## src/rtl/aluPkg.sv

```systemverilog
package aluPkg;
  localparam int FUNC_W = 4;

  typedef enum logic [1:0] {
    RES_ARITH = 2'd0,
    RES_AND   = 2'd1,
    RES_XOR   = 2'd2,
    RES_ZERO  = 2'd3
  } resSel_t;

  typedef struct packed {
    logic    doSub;
    resSel_t resSel;
    logic    flagWrite;
    logic    ovfAllowed;
  } aluStrobes_t;

  typedef struct packed {
    logic ovf;
    logic zero;
    logic sign;
  } aluFlags_t;
endpackage

```

## src/rtl/aluControl.sv

```systemverilog
module aluControl
  import aluPkg::*;
(
  input  logic [FUNC_W-1:0] funcSel,
  input  logic              setFlags,
  output aluStrobes_t       strobes
);
  localparam logic [FUNC_W-1:0] FN_ADD = FUNC_W'(0);
  localparam logic [FUNC_W-1:0] FN_SUB = FUNC_W'(1);
  localparam logic [FUNC_W-1:0] FN_AND = FUNC_W'(2);
  localparam logic [FUNC_W-1:0] FN_XOR = FUNC_W'(3);

  always_comb begin
    strobes.doSub      = 1'b0;
    strobes.resSel     = RES_ZERO;
    strobes.flagWrite  = 1'b0;
    strobes.ovfAllowed = 1'b0;
    unique case (funcSel)
      FN_ADD: begin
        strobes.resSel     = RES_ARITH;
        strobes.flagWrite  = setFlags;
        strobes.ovfAllowed = 1'b1;
      end
      FN_SUB: begin
        strobes.doSub      = 1'b1;
        strobes.resSel     = RES_ARITH;
        strobes.flagWrite  = setFlags;
        strobes.ovfAllowed = 1'b1;
      end
      FN_AND: begin
        strobes.resSel    = RES_AND;
        strobes.flagWrite = setFlags;
      end
      FN_XOR: begin
        strobes.resSel    = RES_XOR;
        strobes.flagWrite = setFlags;
      end
      default: begin
        strobes.resSel = RES_ZERO;
      end
    endcase
  end
endmodule

```

## src/rtl/aluDatapath.sv

```systemverilog
module aluDatapath
  import aluPkg::*;
#(
  parameter int DATA_W = 32
) (
  input  logic              clk,
  input  logic              rstN,
  input  logic [DATA_W-1:0] opA,
  input  logic [DATA_W-1:0] opB,
  input  aluStrobes_t       strobes,
  output logic [DATA_W-1:0] result,
  output aluFlags_t         flags
);
  localparam int MSB = DATA_W - 1;

  logic [DATA_W-1:0] aEff;
  logic [DATA_W-1:0] sumVal;
  logic              ovfNext;
  aluFlags_t         flagsNext;

  // Shared adder: subtraction is B + ~A + 1, so B - A.
  assign aEff   = strobes.doSub ? ~opA : opA;
  assign sumVal = opB + aEff + DATA_W'(strobes.doSub);

  // Signed overflow: effective addends agree in sign, sum sign differs from B.
  assign ovfNext = strobes.ovfAllowed &&
                   (aEff[MSB] == opB[MSB]) && (sumVal[MSB] != opB[MSB]);

  always_comb begin
    unique case (strobes.resSel)
      RES_ARITH: result = sumVal;
      RES_AND:   result = opA & opB;
      RES_XOR:   result = opA ^ opB;
      default:   result = '0;
    endcase
  end

  assign flagsNext.ovf  = ovfNext;
  assign flagsNext.zero = (result == '0);
  assign flagsNext.sign = result[MSB];

  always_ff @(posedge clk or negedge rstN) begin
    if (!rstN)                  flags <= '0;
    else if (strobes.flagWrite) flags <= flagsNext;
  end

  // zero and sign flags track the result that was written.
  assert_zero_sign_track_R7: assert property (@(posedge clk) disable iff (!rstN)
    strobes.flagWrite |=> (flags.zero == ($past(result) == '0)) &&
                          (flags.sign == $past(result[MSB])));

  // flags frozen when no write strobe.
  assert_flags_hold_R11: assert property (@(posedge clk) disable iff (!rstN)
    !strobes.flagWrite |=> $stable(flags));

  // logic operations clear overflow.
  assert_logic_clears_ovf_R10: assert property (@(posedge clk) disable iff (!rstN)
    (strobes.flagWrite && strobes.resSel != RES_ARITH) |=> !flags.ovf);
endmodule

```

## src/rtl/aluFlagUnit.sv

```systemverilog
module aluFlagUnit
  import aluPkg::*;
(
  input  logic        clk,
  input  logic        rstN,
  input  logic [31:0] opA,
  input  logic [31:0] opB,
  input  logic [3:0]  funcSel,
  input  logic        setFlags,
  output logic [31:0] result,
  output logic        ovfFlag,
  output logic        zeroFlag,
  output logic        signFlag
);
  aluStrobes_t strobes;
  aluFlags_t   flags;

  aluControl uCtrl (
    .funcSel  (funcSel),
    .setFlags (setFlags),
    .strobes  (strobes)
  );

  aluDatapath #(.DATA_W(32)) uPath (
    .clk     (clk),
    .rstN    (rstN),
    .opA     (opA),
    .opB     (opB),
    .strobes (strobes),
    .result  (result),
    .flags   (flags)
  );

  assign ovfFlag  = flags.ovf;
  assign zeroFlag = flags.zero;
  assign signFlag = flags.sign;

  // undefined selectors give zero and never move the flags.
  assert_undef_zero_R5: assert property (@(posedge clk) disable iff (!rstN)
    (funcSel > 4'd3) |-> (result == 32'd0));

  assert_undef_keeps_flags_R5: assert property (@(posedge clk) disable iff (!rstN)
    (funcSel > 4'd3) |=> $stable({ovfFlag, zeroFlag, signFlag}));

  // disabled writes keep flags at the ports.
  assert_no_flag_write_R11: assert property (@(posedge clk) disable iff (!rstN)
    !setFlags |=> $stable({ovfFlag, zeroFlag, signFlag}));
endmodule

```

## config.mk

```make
export PLATFORM = sky130hd
export DESIGN_NAME = aluFlagUnit
export DESIGN_NICKNAME = d
export VERILOG_FILES = /design/src/rtl/aluPkg.sv /design/src/rtl/aluControl.sv /design/src/rtl/aluDatapath.sv /design/src/rtl/aluFlagUnit.sv
export SDC_FILE = /design/constraint.sdc
export NUM_CORES = 1
export LEC_CHECK = 0
export ABC_AREA = 1
export CAP_MARGIN = 0
export CORE_MARGIN = 2
export CORE_UTILIZATION = 57
export CTS_BUF_LIST = sky130_fd_sc_hd__clkbuf_4
export DETAILED_ROUTE_END_ITERATION = 12
export HOLD_SLACK_MARGIN = 0.03
export PLACE_DENSITY = 0.95
export SKIP_CTS_REPAIR_TIMING = 1
export SYNTH_ARGS = -nofsm -noshare
export SYNTH_HDL_FRONTEND = slang
export SYNTH_HIERARCHICAL = 1
export SYNTH_SLANG_ARGS = --single-unit
```

## constraint.sdc

```tcl
create_clock -name clk -period 8 [get_ports clk]
set_input_delay 1.2 -clock clk [delete_from_list [all_inputs] [get_ports clk]]
set_output_delay 1.2 -clock clk [all_outputs]
set_load 0.01 [all_outputs]
```

==> results of run 1 <==
## worst max-delay path by stage
stage | startpoint | end | slack (ns) | depth (start not counted)
2_1_floorplan | funcSel[2] | result[31] | 3.34 | 22
3_3_place_gp | funcSel[1] | result[20] | 1.81 | 18
3_5_place_dp | funcSel[0] | result[20] | 1.73 | 17
4_1_cts | funcSel[1] | result[20] | 1.71 | 18
5_1_grt | funcSel[1] | result[31] | 1.45 | 18
6_report | funcSel[1] | result[31] | 1.74 | 18
## power by group through the flow
stage	combinational, mW	sequential (mW)	clock [mW]
after global placement	0.362	0.0174	0
after floorplan	0.240	0.0181	0
after global routing	0.422	0.0174	0.0337
after CTS	0.372	0.0173	0.0321
after detailed placement	0.370	0.0175	0
final	0.378	0.0173	0.0309
## per-stage QoR
step           setup slack [ns]  cell area (um2)
2_1_floorplan             3.336             4375
3_3_place_gp              1.807             5514
3_5_place_dp              1.728             5514
4_1_cts                   1.707             5544
5_1_grt                   1.446             5544
6_report                  1.738             5544
## worst reg2reg max path: cells and delay by family (launching register included)
| family | cells | cell delay [ns] |
|---|---|---|
| and+or+nand+nor | 1 | 0.11 |
| AOI/OAI and AO/OA | 1 | 0.05 |
| DFF | 1 | 0.37 |
## kinds of logic (layout without fill, tap and decap cells)
kind of cell | count (synthesis) | after routing | share of synthesized area, %
compound gates | 58 | 58 | 9.093
flops | 3 | 3 | 1.716
xor+xnor | 33 | 33 | 6.605
buf+inv | 192 | 290 | 16.96
fa+ha+maj | 68 | 68 | 19.62
simple gates | 468 | 468 | 46.01
## layer usage
metal  GRT usage (%)  wire length, um
met3           2.219             1140
met4           6.944              209
met2           55.51             6154
met1           43.16             5793
met5               0                0
## layout by cell type (no fill, tap or decap), types with 3 or more instances in the layout
cell type        instances
xor2_1                  29
nor2_2                  11
nand4_1                 13
xnor2_1                  4
nand2_2                 17
nor2_1                  57
buf_4                    3
clkbuf_4                 4
o21ai_0                  5
dfrtp_1                  3
a21oi_1                 21
o21bai_1                 4
clkdlybuf4s50_1        105
a22o_1                  25
nand2_1                284
nor3_1                   5
inv_1                  177
nand3b_1                 3
nor2_4                   3
ha_1                    67
nand3_1                 67
nand3_2                  5
## layout make-up
type                    count  share of cell area [%]
flip-flops and latches      3                   1.354
well taps                  99                   2.234
inverters                 178                   12.05
repair buffers            108                   19.36
clock buffers               4                  0.5416
multi-input cells         627                   64.45
==> results_dict.tcl, run 1 <==
set metrics [dict create \
    status "finished clean" \
    antenna_found_initial 0 \
    firstDrtPassIters 5 \
    crit_arrival_ns 5.06 \
    largest_reg_flops 3 \
    n_fill_cell 624 \
    crit_family "simple AND/OR/NAND/NOR gates" \
    cts-root-buf "clkbuf_4" \
    wl_um 13300 \
    ys_types 30 \
    fin_tns_setup_ns 0 \
    period_minus_slack_ns 6.262 \
    dpl.cell_count 1015 \
    p_leak_nw 3.240 \
    power_density_nw_per_um2 76.96 \
    fp.dieH_um 91.62 \
    maxSlewViolCount 0 \
    grt.overflow.total 0 \
    grt_setup_unrepaired "false" \
    initial_core_util_pct 59.69 \
    rows 31 \
    fmax_ghz 0.1597 \
    min_path_type "reg -> reg" \
    power.internal_mw 0.1950 \
    synthFlopType "dfrtp_1" \
    rr_endpoint "uPath/flags[0]$_DFFE_PN0P_" \
    cp_slowest_cell "nor2_4" \
    multi_input_area_um2 3573 \
    die-area_um2 8393 \
    globalplace.congestion 0.9923 \
    grt_max_degree 33 \
    synth_common_cells "nand2_1, inv_1, ha_1, nand3_1, nor2_1" \
    yosys.area.top_type_share_pct 24.36 \
    critPathLaunchType "input port" \
    holdPathStages 2 \
    grt_pass1_wl_um 22530 \
    drive_above_1_share_pct 5.000 \
    ys_seq_elements 3 \
    yosysSeqAreaShare_pct 1.716 \
    hold_ws_ns 0.5178 \
    syn2layout_area_growth_pct 26.71 \
    crit_required_ns 6.80 \
    synth_most_common_cell "nand2_1" \
    end_kind "primary output" \
    numClockSinks 3 \
    yosys.area.top_type "nand2_1" \
    worst_pin_slew_ns 1.185 \
    syn_nets 961 \
    swShare_pct 54.29 \
    cp_slowest_stage_delay_ns 0.92 \
    clkPwrFrac_pct 7.3 \
    synth_edf_count 0 \
    p_sw_mw 0.2317 \
    syn-cell-area_um2 4375 \
    drt_iter0_markers 385 \
    p_seq_share_pct 4.1 \
    async_flop_share_pct 100.0 \
    dp_hpwl_um 11080 \
    grtUsageTotal_pct 31.95 \
    reg2reg_setup_slack_ns 7.34 \
    htreeDepth 1 \
    seqCellArea_um2 75.07 \
    cp_common_cell "nand2_1" \
    first_global_vias 5099 \
    port_buffers 105 \
    reg2reg_depth 2 \
    final.setup_skew_ns 0 \
    cts_made_buffers 3 \
    core_area_um2 7331 \
    worstReg2RegStart "uPath/flags[0]$_DFFE_PN0P_" \
    combPwrFrac_pct 88.7 \
    fin_nets 1060 \
    avgSynthCellArea_um2 5.323 \
    yosysWarnings 6 \
    timing.final.crit_share_pct 78.28 \
    crit_chain "clkdlybuf4s50_1 > inv_2 > nand2_1 > nor2_4 > xor2_1 > ha_1 > nand2_1 > inv_1 > nand2_1 > nand2_1 > a21oi_1 > nor3_1 > nor2_1 > nand2_1 > nand2_1 > nand3_1 > nand2_1 > clkdlybuf4s50_1" \
    viasPerCell 5.261 \
    relSlewSlack_pct 20.84 \
    insertedDiodeCount 0 \
    clk_latency_ns 0.24 \
    ios 106 \
    tritoncts "done" \
    path_clk_slew_ns 0.04 \
    drcViolationCount 0 \
    ant_nets 0 \
    wire_per_inst_um 13.05 \
    maxCapViolations 0 \
    hold_start "uPath/flags[2]$_DFFE_PN0P_" \
    synthTopCellsByArea "nand2_1, ha_1, inv_1" \
    finalSetupViolations 0 \
    syn_inst 822 \
    hold_viol_final 0 \
    vdd.ir_drop.worst_mv 0.03692 \
    top_register "uPath/flags" \
    path_class "in -> out" \
    whs_endpoint "uPath/flags[2]$_DFFE_PN0P_" \
    vias 5361 \
    top_regs "uPath/flags: 3 flops" \
    die_x_um 91.62 \
    p_total_mw 0.4267 \
    critPathBufInv 4 \
    worstPathMaxFanout 32 \
    clock_tree.buffer_depth 2 \
    final_cells 1019 \
    final_core_util_pct 75.63 \
]
Note: power is estimated with default switching activity, not from simulation.
==> run 2: changes to the inputs <==
--- a/config.mk
+++ b/config.mk
@@ -8,11 +8,11 @@
 export ABC_AREA = 1
 export CAP_MARGIN = 0
 export CORE_MARGIN = 2
-export CORE_UTILIZATION = 57
+export CORE_UTILIZATION = 53
 export CTS_BUF_LIST = sky130_fd_sc_hd__clkbuf_4
 export DETAILED_ROUTE_END_ITERATION = 12
 export HOLD_SLACK_MARGIN = 0.03
-export PLACE_DENSITY = 0.95
+export PLACE_DENSITY = 0.91
 export SKIP_CTS_REPAIR_TIMING = 1
 export SYNTH_ARGS = -nofsm -noshare
 export SYNTH_HDL_FRONTEND = slang
==> constraint.sdc (replaced) <==
create_clock -name clk -period 6.11 [get_ports clk]
set_input_delay 0.9165 -clock clk [delete_from_list [all_inputs] [get_ports clk]]
set_output_delay 0.9165 -clock clk [all_outputs]
set_load 0.01 [all_outputs]
==> results_dict.tcl, run 2 (synthesis results as in run 1) <==
set metrics [dict create \
    grt_max_degree 33 \
    crit_family "buffers and inverters" \
    drive_above_1_share_pct 5.103 \
    hold_viol_final 0 \
    dpl.cell_count 1022 \
    ios 106 \
    fin_tns_setup_ns 0 \
    first_global_vias 4817 \
    maxSlewViolCount 0 \
    drt_iter0_markers 381 \
    finalSetupViolations 0 \
    path_class "in -> out" \
    core_area_um2 8093 \
    grtUsageTotal_pct 28.90 \
    worst_pin_slew_ns 0.6728 \
    cp_slowest_cell "clkdlybuf4s50_1" \
    insertedDiodeCount 0 \
    vdd.ir_drop.worst_mv 0.04293 \
    grt_setup_unrepaired "false" \
    p_leak_nw 3.245 \
    antenna_found_initial 0 \
    min_path_type "reg -> reg" \
    path_clk_slew_ns 0.04 \
    crit_chain "clkdlybuf4s50_1 > inv_2 > nand2_1 > nor2_4 > buf_4 > xor2_1 > ha_1 > nand2_1 > nor2_1 > inv_1 > nor3_1 > nand3_1 > nand3_1 > nand3_1 > nand2_2 > clkdlybuf4s50_1" \
    timing.final.crit_share_pct 86.26 \
    final_cells 1026 \
    syn2layout_area_growth_pct 27.05 \
    layout_common_cells "nand2_1, inv_1, clkdlybuf4s50_1" \
    clock_tree.buffer_depth 2 \
    maxCapViolations 0 \
    firstDrtPassIters 6 \
    crit_arrival_ns 4.35 \
    worstPathMaxFanout 32 \
    numClockSinks 3 \
    power_density_nw_per_um2 99.69 \
    drcViolationCount 0 \
    cp_slowest_stage_delay_ns 0.54 \
    critPathBufInv 5 \
    initial_core_util_pct 54.07 \
    cts_made_buffers 3 \
    relSlewSlack_pct 55.10 \
    dp_hpwl_um 11020 \
    tritoncts "done" \
    top_register "uPath/flags" \
    die_x_um 94.86 \
    period_minus_slack_ns 5.271 \
    ant_nets 0 \
    critPathLaunchType "input port" \
    fp.dieH_um 94.86 \
    globalplace.congestion 1.071 \
    rows 33 \
    fmax_ghz 0.1897 \
    final_common_cell "nand2_1" \
    final.setup_skew_ns 0 \
    grt.overflow.total 0 \
    top_regs "uPath/flags: 3 flops" \
    reg2reg_setup_slack_ns 5.49 \
    die-area_um2 8998 \
    port_buffers 105 \
    wire_per_inst_um 12.59 \
    status "finished clean" \
    cts-root-buf "clkbuf_4" \
    viasPerCell 5.180 \
    crit_required_ns 5.19 \
    fin_nets 1061 \
    vias 5315 \
    grt_pass1_wl_um 21080 \
    end_kind "primary output" \
    wl_um 12910 \
    cp_common_cell "nand3_1" \
    largest_reg_flops 3 \
    clk_latency_ns 0.24 \
    htreeDepth 1 \
]
## run 2: cell types whose count changed in the layout (fill, tap and decap cells not counted), sizes merged
cell  change
buf       +1
## run 2: final cells by class
type / instances / area (um2)
clock buffers: 4 / 30.03
fillers: 788 / 2534
inverters: 178 / 668.1
multi-input cells: 627 / 3573
flip-flops and latches: 3 / 75.07
well taps: 105 / 131.4
repair buffers: 109 / 1081
## run 2: where the power goes
| part | switching, mW | internal [mW] |
|---|---|---|
| Sequential | 0.000870 | 0.0217 |
| Clock | 0.0113 | 0.0290 |
| Combinational | 0.287 | 0.205 |
## run 2: per-stage QoR
step	hold WS (ns)	total power, mW	instance area [um2]	utilization [%]	setup WS [ns]
after floorplan	0.5137	0.3375	4375	-	2.013
after global placement	0.4637	0.4956	5529	68.32	0.9200
after detailed placement	0.4844	0.5044	5529	68.32	0.8874
after CTS	0.4942	0.5491	5559	68.69	0.8721
after global routing	0.5266	0.6154	5559	68.69	0.4918
final	0.4860	0.5542	5559	68.69	0.8392
## run 2: final timing paths
check | startpoint | end | cells past startpoint
max | funcSel[1] | result[30] | 16
min reg2reg | uPath/flags[2]$_DFFE_PN0P_ | uPath/flags[2]$_DFFE_PN0P_ | 2
min in group asynchronous | rstN | uPath/flags[2]$_DFFE_PN0P_ | 1
max reg2reg | uPath/flags[0]$_DFFE_PN0P_ | uPath/flags[0]$_DFFE_PN0P_ | 2
max in group asynchronous | rstN | uPath/flags[1]$_DFFE_PN0P_ | 1
min | uPath/flags[2]$_DFFE_PN0P_ | uPath/flags[2]$_DFFE_PN0P_ | 2
## run 2: per-layer routing
metal  vias up  global-route usage (%)  wire length [um]
met3        24                   2.155              1012
met5         -                       0                 0
met1      2316                   38.83              5947
met4         0                   5.435               186
li1       2745                       -                 -
met2       230                   50.77              5768
## run 2: worst min-delay path, cell delays in order, from the launching register on
cell	delay, ns
dfrtp_1	0.34
nand2_1	0.05
o31ai_1	0.06
